`src/rtl/kbd_rx_pkg.sv`:
```
package kbd_rx_pkg;

  // Which register, if any, a read access targets
  typedef enum logic [1:0] {
    SEL_NONE = 2'd0,
    SEL_CTRL = 2'd1,
    SEL_DATA = 2'd2
  } reg_sel_e;

endpackage

```
`src/rtl/kbd_rx_rst_sync.sv`:
```
module kbd_rx_rst_sync #(
  parameter int unsigned STAGES = 2
) (
  input  logic clk,
  input  logic rst_n,
  output logic rst_sync_n
);

  logic [STAGES-1:0] sync_q;
  logic [STAGES-1:0] sync_d;

  always_comb begin
    sync_d = {sync_q[STAGES-2:0], 1'b1};
  end

  always_ff @(posedge clk or negedge rst_n) begin
    if (!rst_n) sync_q <= '0;
    else        sync_q <= sync_d;
  end

  assign rst_sync_n = sync_q[STAGES-1];

endmodule

```
`src/rtl/kbd_rx_decode.sv`:
```
module kbd_rx_decode
  import kbd_rx_pkg::*;
#(
  parameter int unsigned ADDR_W   = 32,
  parameter int unsigned OFS_W    = 16,
  parameter logic [ADDR_W-OFS_W-1:0] PAGE_TAG = '1,
  parameter logic [OFS_W-1:0] CTRL_OFS = 16'h000C,
  parameter logic [OFS_W-1:0] DATA_OFS = 16'h0008
) (
  input  logic              bus_sel,
  input  logic              bus_we,
  input  logic [ADDR_W-1:0] bus_addr,
  output reg_sel_e          rd_sel
);

  logic page_hit;
  logic rd_req;

  always_comb begin
    page_hit = (bus_addr[ADDR_W-1:OFS_W] == PAGE_TAG);
    rd_req   = bus_sel & ~bus_we & page_hit;
    rd_sel   = SEL_NONE;
    if (rd_req) begin
      if (bus_addr[OFS_W-1:0] == CTRL_OFS)      rd_sel = SEL_CTRL;
      else if (bus_addr[OFS_W-1:0] == DATA_OFS) rd_sel = SEL_DATA;
    end
  end

endmodule

```
`src/rtl/kbd_rx_state.sv`:
```
module kbd_rx_state #(
  parameter int unsigned CHAR_W = 8
) (
  input  logic              clk,
  input  logic              rst_sync_n,
  input  logic              kb_strobe,
  input  logic [CHAR_W-1:0] kb_char,
  input  logic              data_rd,
  output logic [CHAR_W-1:0] char_q,
  output logic              ready_q,
  output logic              ovr_q
);

  logic [CHAR_W-1:0] char_d;
  logic              char_en;
  logic              ready_d;
  logic              ready_en;
  logic              ovr_d;
  logic              ovr_en;

  // Next-state logic: a strobe sets ready even if a read clears it
  always_comb begin
    char_en  = kb_strobe;
    char_d   = kb_char;
    ready_en = kb_strobe | data_rd;
    ready_d  = kb_strobe;
    ovr_en   = kb_strobe & ready_q & ~data_rd;
    ovr_d    = 1'b1;
  end

  always_ff @(posedge clk or negedge rst_sync_n) begin
    if (!rst_sync_n) begin
      char_q  <= '0;
      ready_q <= 1'b0;
      ovr_q   <= 1'b0;
    end else begin
      if (char_en)  char_q  <= char_d;
      if (ready_en) ready_q <= ready_d;
      if (ovr_en)   ovr_q   <= ovr_d;
    end
  end

endmodule

```
`src/rtl/kbd_rx_rdmux.sv`:
```
module kbd_rx_rdmux
  import kbd_rx_pkg::*;
#(
  parameter int unsigned DATA_W  = 32,
  parameter int unsigned CHAR_W  = 8,
  parameter int unsigned RDY_BIT = 1,
  parameter int unsigned OVR_BIT = 2
) (
  input  reg_sel_e          rd_sel,
  input  logic [CHAR_W-1:0] char_q,
  input  logic              ready_q,
  input  logic              ovr_q,
  output logic [DATA_W-1:0] rdata
);

  logic [DATA_W-1:0] ctrl_word;
  logic [DATA_W-1:0] data_word;

  always_comb begin
    ctrl_word          = '0;
    ctrl_word[RDY_BIT] = ready_q;
    ctrl_word[OVR_BIT] = ovr_q;
  end

  generate
    if (DATA_W > CHAR_W) begin : g_pad
      assign data_word = {{(DATA_W-CHAR_W){1'b0}}, char_q};
    end else begin : g_full
      assign data_word = char_q[DATA_W-1:0];
    end
  endgenerate

  always_comb begin
    unique case (rd_sel)
      SEL_CTRL: rdata = ctrl_word;
      SEL_DATA: rdata = data_word;
      default:  rdata = '0;
    endcase
  end

endmodule

```
`src/rtl/kbd_rx_mmio.sv`:
```
module kbd_rx_mmio
  import kbd_rx_pkg::*;
#(
  parameter int unsigned ADDR_W   = 32,
  parameter int unsigned OFS_W    = 16,
  parameter int unsigned DATA_W   = 32,
  parameter int unsigned CHAR_W   = 8,
  parameter logic [ADDR_W-OFS_W-1:0] PAGE_TAG = '1,
  parameter logic [OFS_W-1:0] CTRL_OFS = 16'h000C,
  parameter logic [OFS_W-1:0] DATA_OFS = 16'h0008,
  parameter int unsigned RDY_BIT  = 1,
  parameter int unsigned OVR_BIT  = 2,
  parameter int unsigned SYNC_STG = 2
) (
  input  logic              clk,
  input  logic              rst_n,
  input  logic              bus_sel,
  input  logic              bus_we,
  input  logic [ADDR_W-1:0] bus_addr,
  output logic [DATA_W-1:0] bus_rdata,
  input  logic              kb_strobe,
  input  logic [CHAR_W-1:0] kb_char
);

  logic              rst_sync_n;
  reg_sel_e          rd_sel;
  logic              data_rd;
  logic [CHAR_W-1:0] char_q;
  logic              ready_q;
  logic              ovr_q;

  kbd_rx_rst_sync #(
    .STAGES (SYNC_STG)
  ) rst_sync_i (
    .clk        (clk),
    .rst_n      (rst_n),
    .rst_sync_n (rst_sync_n)
  );

  kbd_rx_decode #(
    .ADDR_W   (ADDR_W),
    .OFS_W    (OFS_W),
    .PAGE_TAG (PAGE_TAG),
    .CTRL_OFS (CTRL_OFS),
    .DATA_OFS (DATA_OFS)
  ) decode_i (
    .bus_sel  (bus_sel),
    .bus_we   (bus_we),
    .bus_addr (bus_addr),
    .rd_sel   (rd_sel)
  );

  assign data_rd = (rd_sel == SEL_DATA);

  kbd_rx_state #(
    .CHAR_W (CHAR_W)
  ) state_i (
    .clk        (clk),
    .rst_sync_n (rst_sync_n),
    .kb_strobe  (kb_strobe),
    .kb_char    (kb_char),
    .data_rd    (data_rd),
    .char_q     (char_q),
    .ready_q    (ready_q),
    .ovr_q      (ovr_q)
  );

  kbd_rx_rdmux #(
    .DATA_W  (DATA_W),
    .CHAR_W  (CHAR_W),
    .RDY_BIT (RDY_BIT),
    .OVR_BIT (OVR_BIT)
  ) rdmux_i (
    .rd_sel  (rd_sel),
    .char_q  (char_q),
    .ready_q (ready_q),
    .ovr_q   (ovr_q),
    .rdata   (bus_rdata)
  );

endmodule

```
`config.mk`:
```
export PLATFORM = sky130hd
export DESIGN_NAME = kbd_rx_mmio
export DESIGN_NICKNAME = d
export VERILOG_FILES = /design/src/rtl/kbd_rx_pkg.sv /design/src/rtl/kbd_rx_rst_sync.sv /design/src/rtl/kbd_rx_decode.sv /design/src/rtl/kbd_rx_state.sv /design/src/rtl/kbd_rx_rdmux.sv /design/src/rtl/kbd_rx_mmio.sv
export SDC_FILE = /design/constraint.sdc
export NUM_CORES = 1
export LEC_CHECK = 0
export BUFFER_PORTS_ARGS = -buffer_cell sky130_fd_sc_hd__buf_4
export CAP_MARGIN = 20
export CORE_MARGIN = 3
export CORE_UTILIZATION = 35
export DETAILED_ROUTE_END_ITERATION = 10
export HOLD_SLACK_MARGIN = 0.15
export PLACE_DENSITY = 0.83
export SYNTH_ARGS = -nofsm -noshare
export SYNTH_HDL_FRONTEND = slang
export SYNTH_SLANG_ARGS = --single-unit
```
`constraint.sdc`:
```
create_clock -name clk -period 1 [get_ports clk]
set_input_delay 0 -clock clk [delete_from_list [all_inputs] [get_ports clk]]
set_output_delay 0 -clock clk [all_outputs]
set_load 0.005 [all_outputs]
```
==> flow_summary_export.csv <==
group,metric,value,unit
outcome,run_status,"finished with violations",
outcome,failing_checks,"setup timing",
worst_hold_path,min-delay-path-class,"reg -> async",
placed_design,buffer_ports.inserted,52,
synthesis,top_cells_by_instance_count_after_synthesis,"sky130_fd_sc_hd__buf_4, sky130_fd_sc_hd__dfrtp_1, sky130_fd_sc_hd__mux2_2, sky130_fd_sc_hd__and2_1, sky130_fd_sc_hd__nor2_1",
final_layout,nFillCells,164,
power_and_ir_drop,p_leak,0.681,nW
clocking,tritoncts,"yes",
final_layout,fraction_of_layout_cells_with_a_size_suffix_above_1,53.1,%
global_route,first_global_vias,759,
clocking,clockRootBuffer,"sky130_fd_sc_hd__clkbuf_4",
final_layout,antenna_cells_inserted,0,
routing,vias_post_dr,730,
final_layout,multiInputGateArea,398,um^2
clocking,cts_num_sinks,12,
power_and_ir_drop,p_int,0.926,mW
synthesis,synthDominantAreaCellType,"sky130_fd_sc_hd__dfrtp_1",
worst_setup_path,setup.worst_path.start_class,"input port",
job,cap_viol_max_count,0,
routing,post-route-drc-count,0,
clocking,clock_latency_on_the_worst_skew_pair,0.27,ns
floorplan,floorplan.die.height,52.8,um
worst_setup_path,worst_setup_path_end_kind,"primary output",
synthesis,synth.yosys.warnings,0,
worst_setup_path,critical_path_class,"in -> out",
placed_design,postPlaceCellArea,1090,um^2
synthesis,async_flop_share,100,%
global_route,first_pass_grt_wire_length,3010,um
synthesis,number_of_flops_mapped_to_enable_cells_by_yosys,0,
global_route,grt_antenna_before_repair,0,
global_route,grt_use_total,15.3,%
floorplan,initial_core_util,37.9,%
timing,setup_violations,7,
routing,drt-wirelength-per-cell,13.2,um
routing,dr.first_iter.drc_count,3,
routing,vias_per_cell,4.29,
worst_setup_path,critPathArrivalTime,1.18,ns
final_layout,post_layout_nonfiller_instances,170,
worst_setup_path,crit_buf_inv,2,
worst_setup_path,timing.critical_path.max_delay_family,"simple AND/OR/NAND/NOR gates",
placed_design,hpwlAfterDp,1650,um
power_and_ir_drop,power.switching,0.273,mW
routing,drtAntennaViolNets,0,
clocking,total_clock_buffers_created_by_cts,3,
timing,final_min_period_over_clock_period,118,%
floorplan,top_level_ports,77,
timing,finalWorstPathRequiredPeriod,1.18,ns
floorplan,rows,16,
routing,first_pass_iters,4,
global_route,grt-ovfl-total,0,
timing,finalHoldViolations,0,
placed_design,globalplace.congestion,0.659,
worst_setup_path,worstPathMaxFanout,7,
timing,pins_over_slew_limit,0,
synthesis,post_synth_num_cell_types,18,
clocking,max-clock-path-buffers,2,
worst_setup_path,critical_path.slowest_cell,"sky130_fd_sc_hd__and4b_2",
floorplan,floorplan.die.width,52.8,um
timing,grt_setup_unrepaired,"true",
synthesis,synth_area_leaders,"sky130_fd_sc_hd__dfrtp_1, sky130_fd_sc_hd__buf_4, sky130_fd_sc_hd__mux2_2",
power_and_ir_drop,cellPowerDensity,899,nW/um^2
final_layout,regArea,300,um^2
synthesis,most_common_flop_cell_mapped_by_yosys,"sky130_fd_sc_hd__dfrtp_1",
synthesis,synth_most_common_cell,"sky130_fd_sc_hd__buf_4",
power_and_ir_drop,clockPowerShare,32.1,%
timing,finalClockSkew,0.000730,ns
placed_design,dp_cells,153,
timing,postLayoutSetupSlackWorst,-0.183,ns
global_route,grt_max_degree,11,
routing,routed_wirelength,2250,um
power_and_ir_drop,netSwitchingFraction,22.7,%
final_layout,layout-area-overhead-vs-synth,73.7,%
synthesis,yosys_register_bits,12,
synthesis,seq_area_frac_synth,39.2,%
final_layout,fin_area,1330,um^2
clocking,cts_max_level,1,
worst_setup_path,cp_common_cell,"sky130_fd_sc_hd__buf_6",
floorplan,die-area,2790,um^2
worst_setup_path,worst_ep_required_time,1.00,ns
synthesis,synthesis.instances,76,
final_layout,count_of_nets_after_finishing,189,
synthesis,synthesis.area,767,um^2
worst_setup_path,critical-path-max-stage-delay,0.32,ns
worst_setup_path,worstPathCellList,"buf_6, nor4_4, and4_1, and4b_2, and2_4, buf_6",
clocking,path_clk_slew,0.07,ns
timing,timing.fmax,0.845,GHz
power_and_ir_drop,peakVddDrop,0.000792,V
power_and_ir_drop,comb_power_share,22.3,%
synthesis,synth_top_area_share,39.2,%
synthesis,syn_avg_cell_area,10.1,um^2
power_and_ir_drop,power.sequential.fraction,45.6,%
floorplan,coreArea,2020,um^2
-- registers in the layout (all words and copies together), names as in the netlist --
signal / count
state_i.char_q: 8
state_i.ready_q: 1
rst_sync_i.sync_q: 2
state_i.ovr_q: 1
-- area by class of cell --
type | count | area share, %
flip-flops and latches | 12 | 22.5
inverters | 1 | 0.282
multi-input cells | 60 | 29.9
well taps | 27 | 2.54
repair buffers | 66 | 42.1
clock buffers | 4 | 2.72
-- power by group through the flow --
stage	clock network, mW	logic [mW]	registers [mW]
2_1_floorplan	0	0.142	0.546
3_3_place_gp	0	0.206	0.552
3_5_place_dp	0	0.213	0.555
4_1_cts	0.404	0.253	0.547
5_1_grt	0.417	0.290	0.552
6_report	0.385	0.267	0.546
-- through the flow --
| stage | setup TNS (ns) | hold slack (ns) | power, mW | setup slack [ns] | utilization [%] |
|---|---|---|---|---|---|
| floorplan | 0 | -0.296 | 0.688 | 0.0724 | - |
| CTS | -0.924 | 0.168 | 1.20 | -0.155 | 64.4 |
| detailed placement | -1.79 | -0.216 | 0.768 | -0.249 | 54.1 |
| global route | -1.45 | 0.201 | 1.26 | -0.230 | 65.9 |
| global placement | -1.50 | -0.218 | 0.757 | -0.210 | 54.1 |
| finish | -1.07 | 0.156 | 1.20 | -0.183 | 65.9 |
-- cell families after synthesis --
family | Yosys count | share of synthesized area, %
DFF | 12 | 39.2
other | 2 | 0.979
buffers and inverters | 27 | 25.4
and+or+nand+nor | 23 | 18.1
muxes | 10 | 14.4
AOI/OAI and AO/OA | 2 | 1.96
-- placed cells by master (no fill, tap or decap), types with 3 or more instances in the layout --
| cell type | instances |
|---|---|
| sky130_fd_sc_hd__buf_4 | 45 |
| sky130_fd_sc_hd__conb_1 | 25 |
| sky130_fd_sc_hd__dfrtp_1 | 12 |
| sky130_fd_sc_hd__dlygate4sd3_1 | 11 |
| sky130_fd_sc_hd__buf_6 | 10 |
| sky130_fd_sc_hd__mux2_2 | 8 |
| sky130_fd_sc_hd__and2_4 | 5 |
| sky130_fd_sc_hd__nor2_1 | 4 |
| sky130_fd_sc_hd__nand4_1 | 3 |
| sky130_fd_sc_hd__clkbuf_4 | 3 |
-- what timing repair did --
item	in CTS	in global routing
hold endpoints to repair	12	0
endpoints found under the setup margin	8	9
hold buffers	11	0
pin swaps	7	7
buffers inserted	2	0
gates resized for setup	14	6
-- routing by layer --
metal	GRT usage [%]	wire length, um
met1	11.8	596
met2	32.6	1350
met3	2.28	246
met4	10.2	57
met5	0	0
-- final timing paths --
kind	from	end	slack (ns)	cells after the start
hold reg to reg	rst_sync_i.sync_q[1]	state_i.char_q[1]	0.16	0
setup / recovery	bus_addr[9]	bus_rdata[5]	-0.18	6
hold / removal	rst_sync_i.sync_q[1]	state_i.char_q[1]	0.16	0
min in group clk	bus_addr[2]	bus_rdata[1]	0.36	4
setup reg to reg	state_i.char_q[4]	state_i.char_q[4]	0.24	1
max in group asynchronous	rst_n	rst_sync_i.sync_q[1]	0.29	3
(Power assumes the default switching activity.)
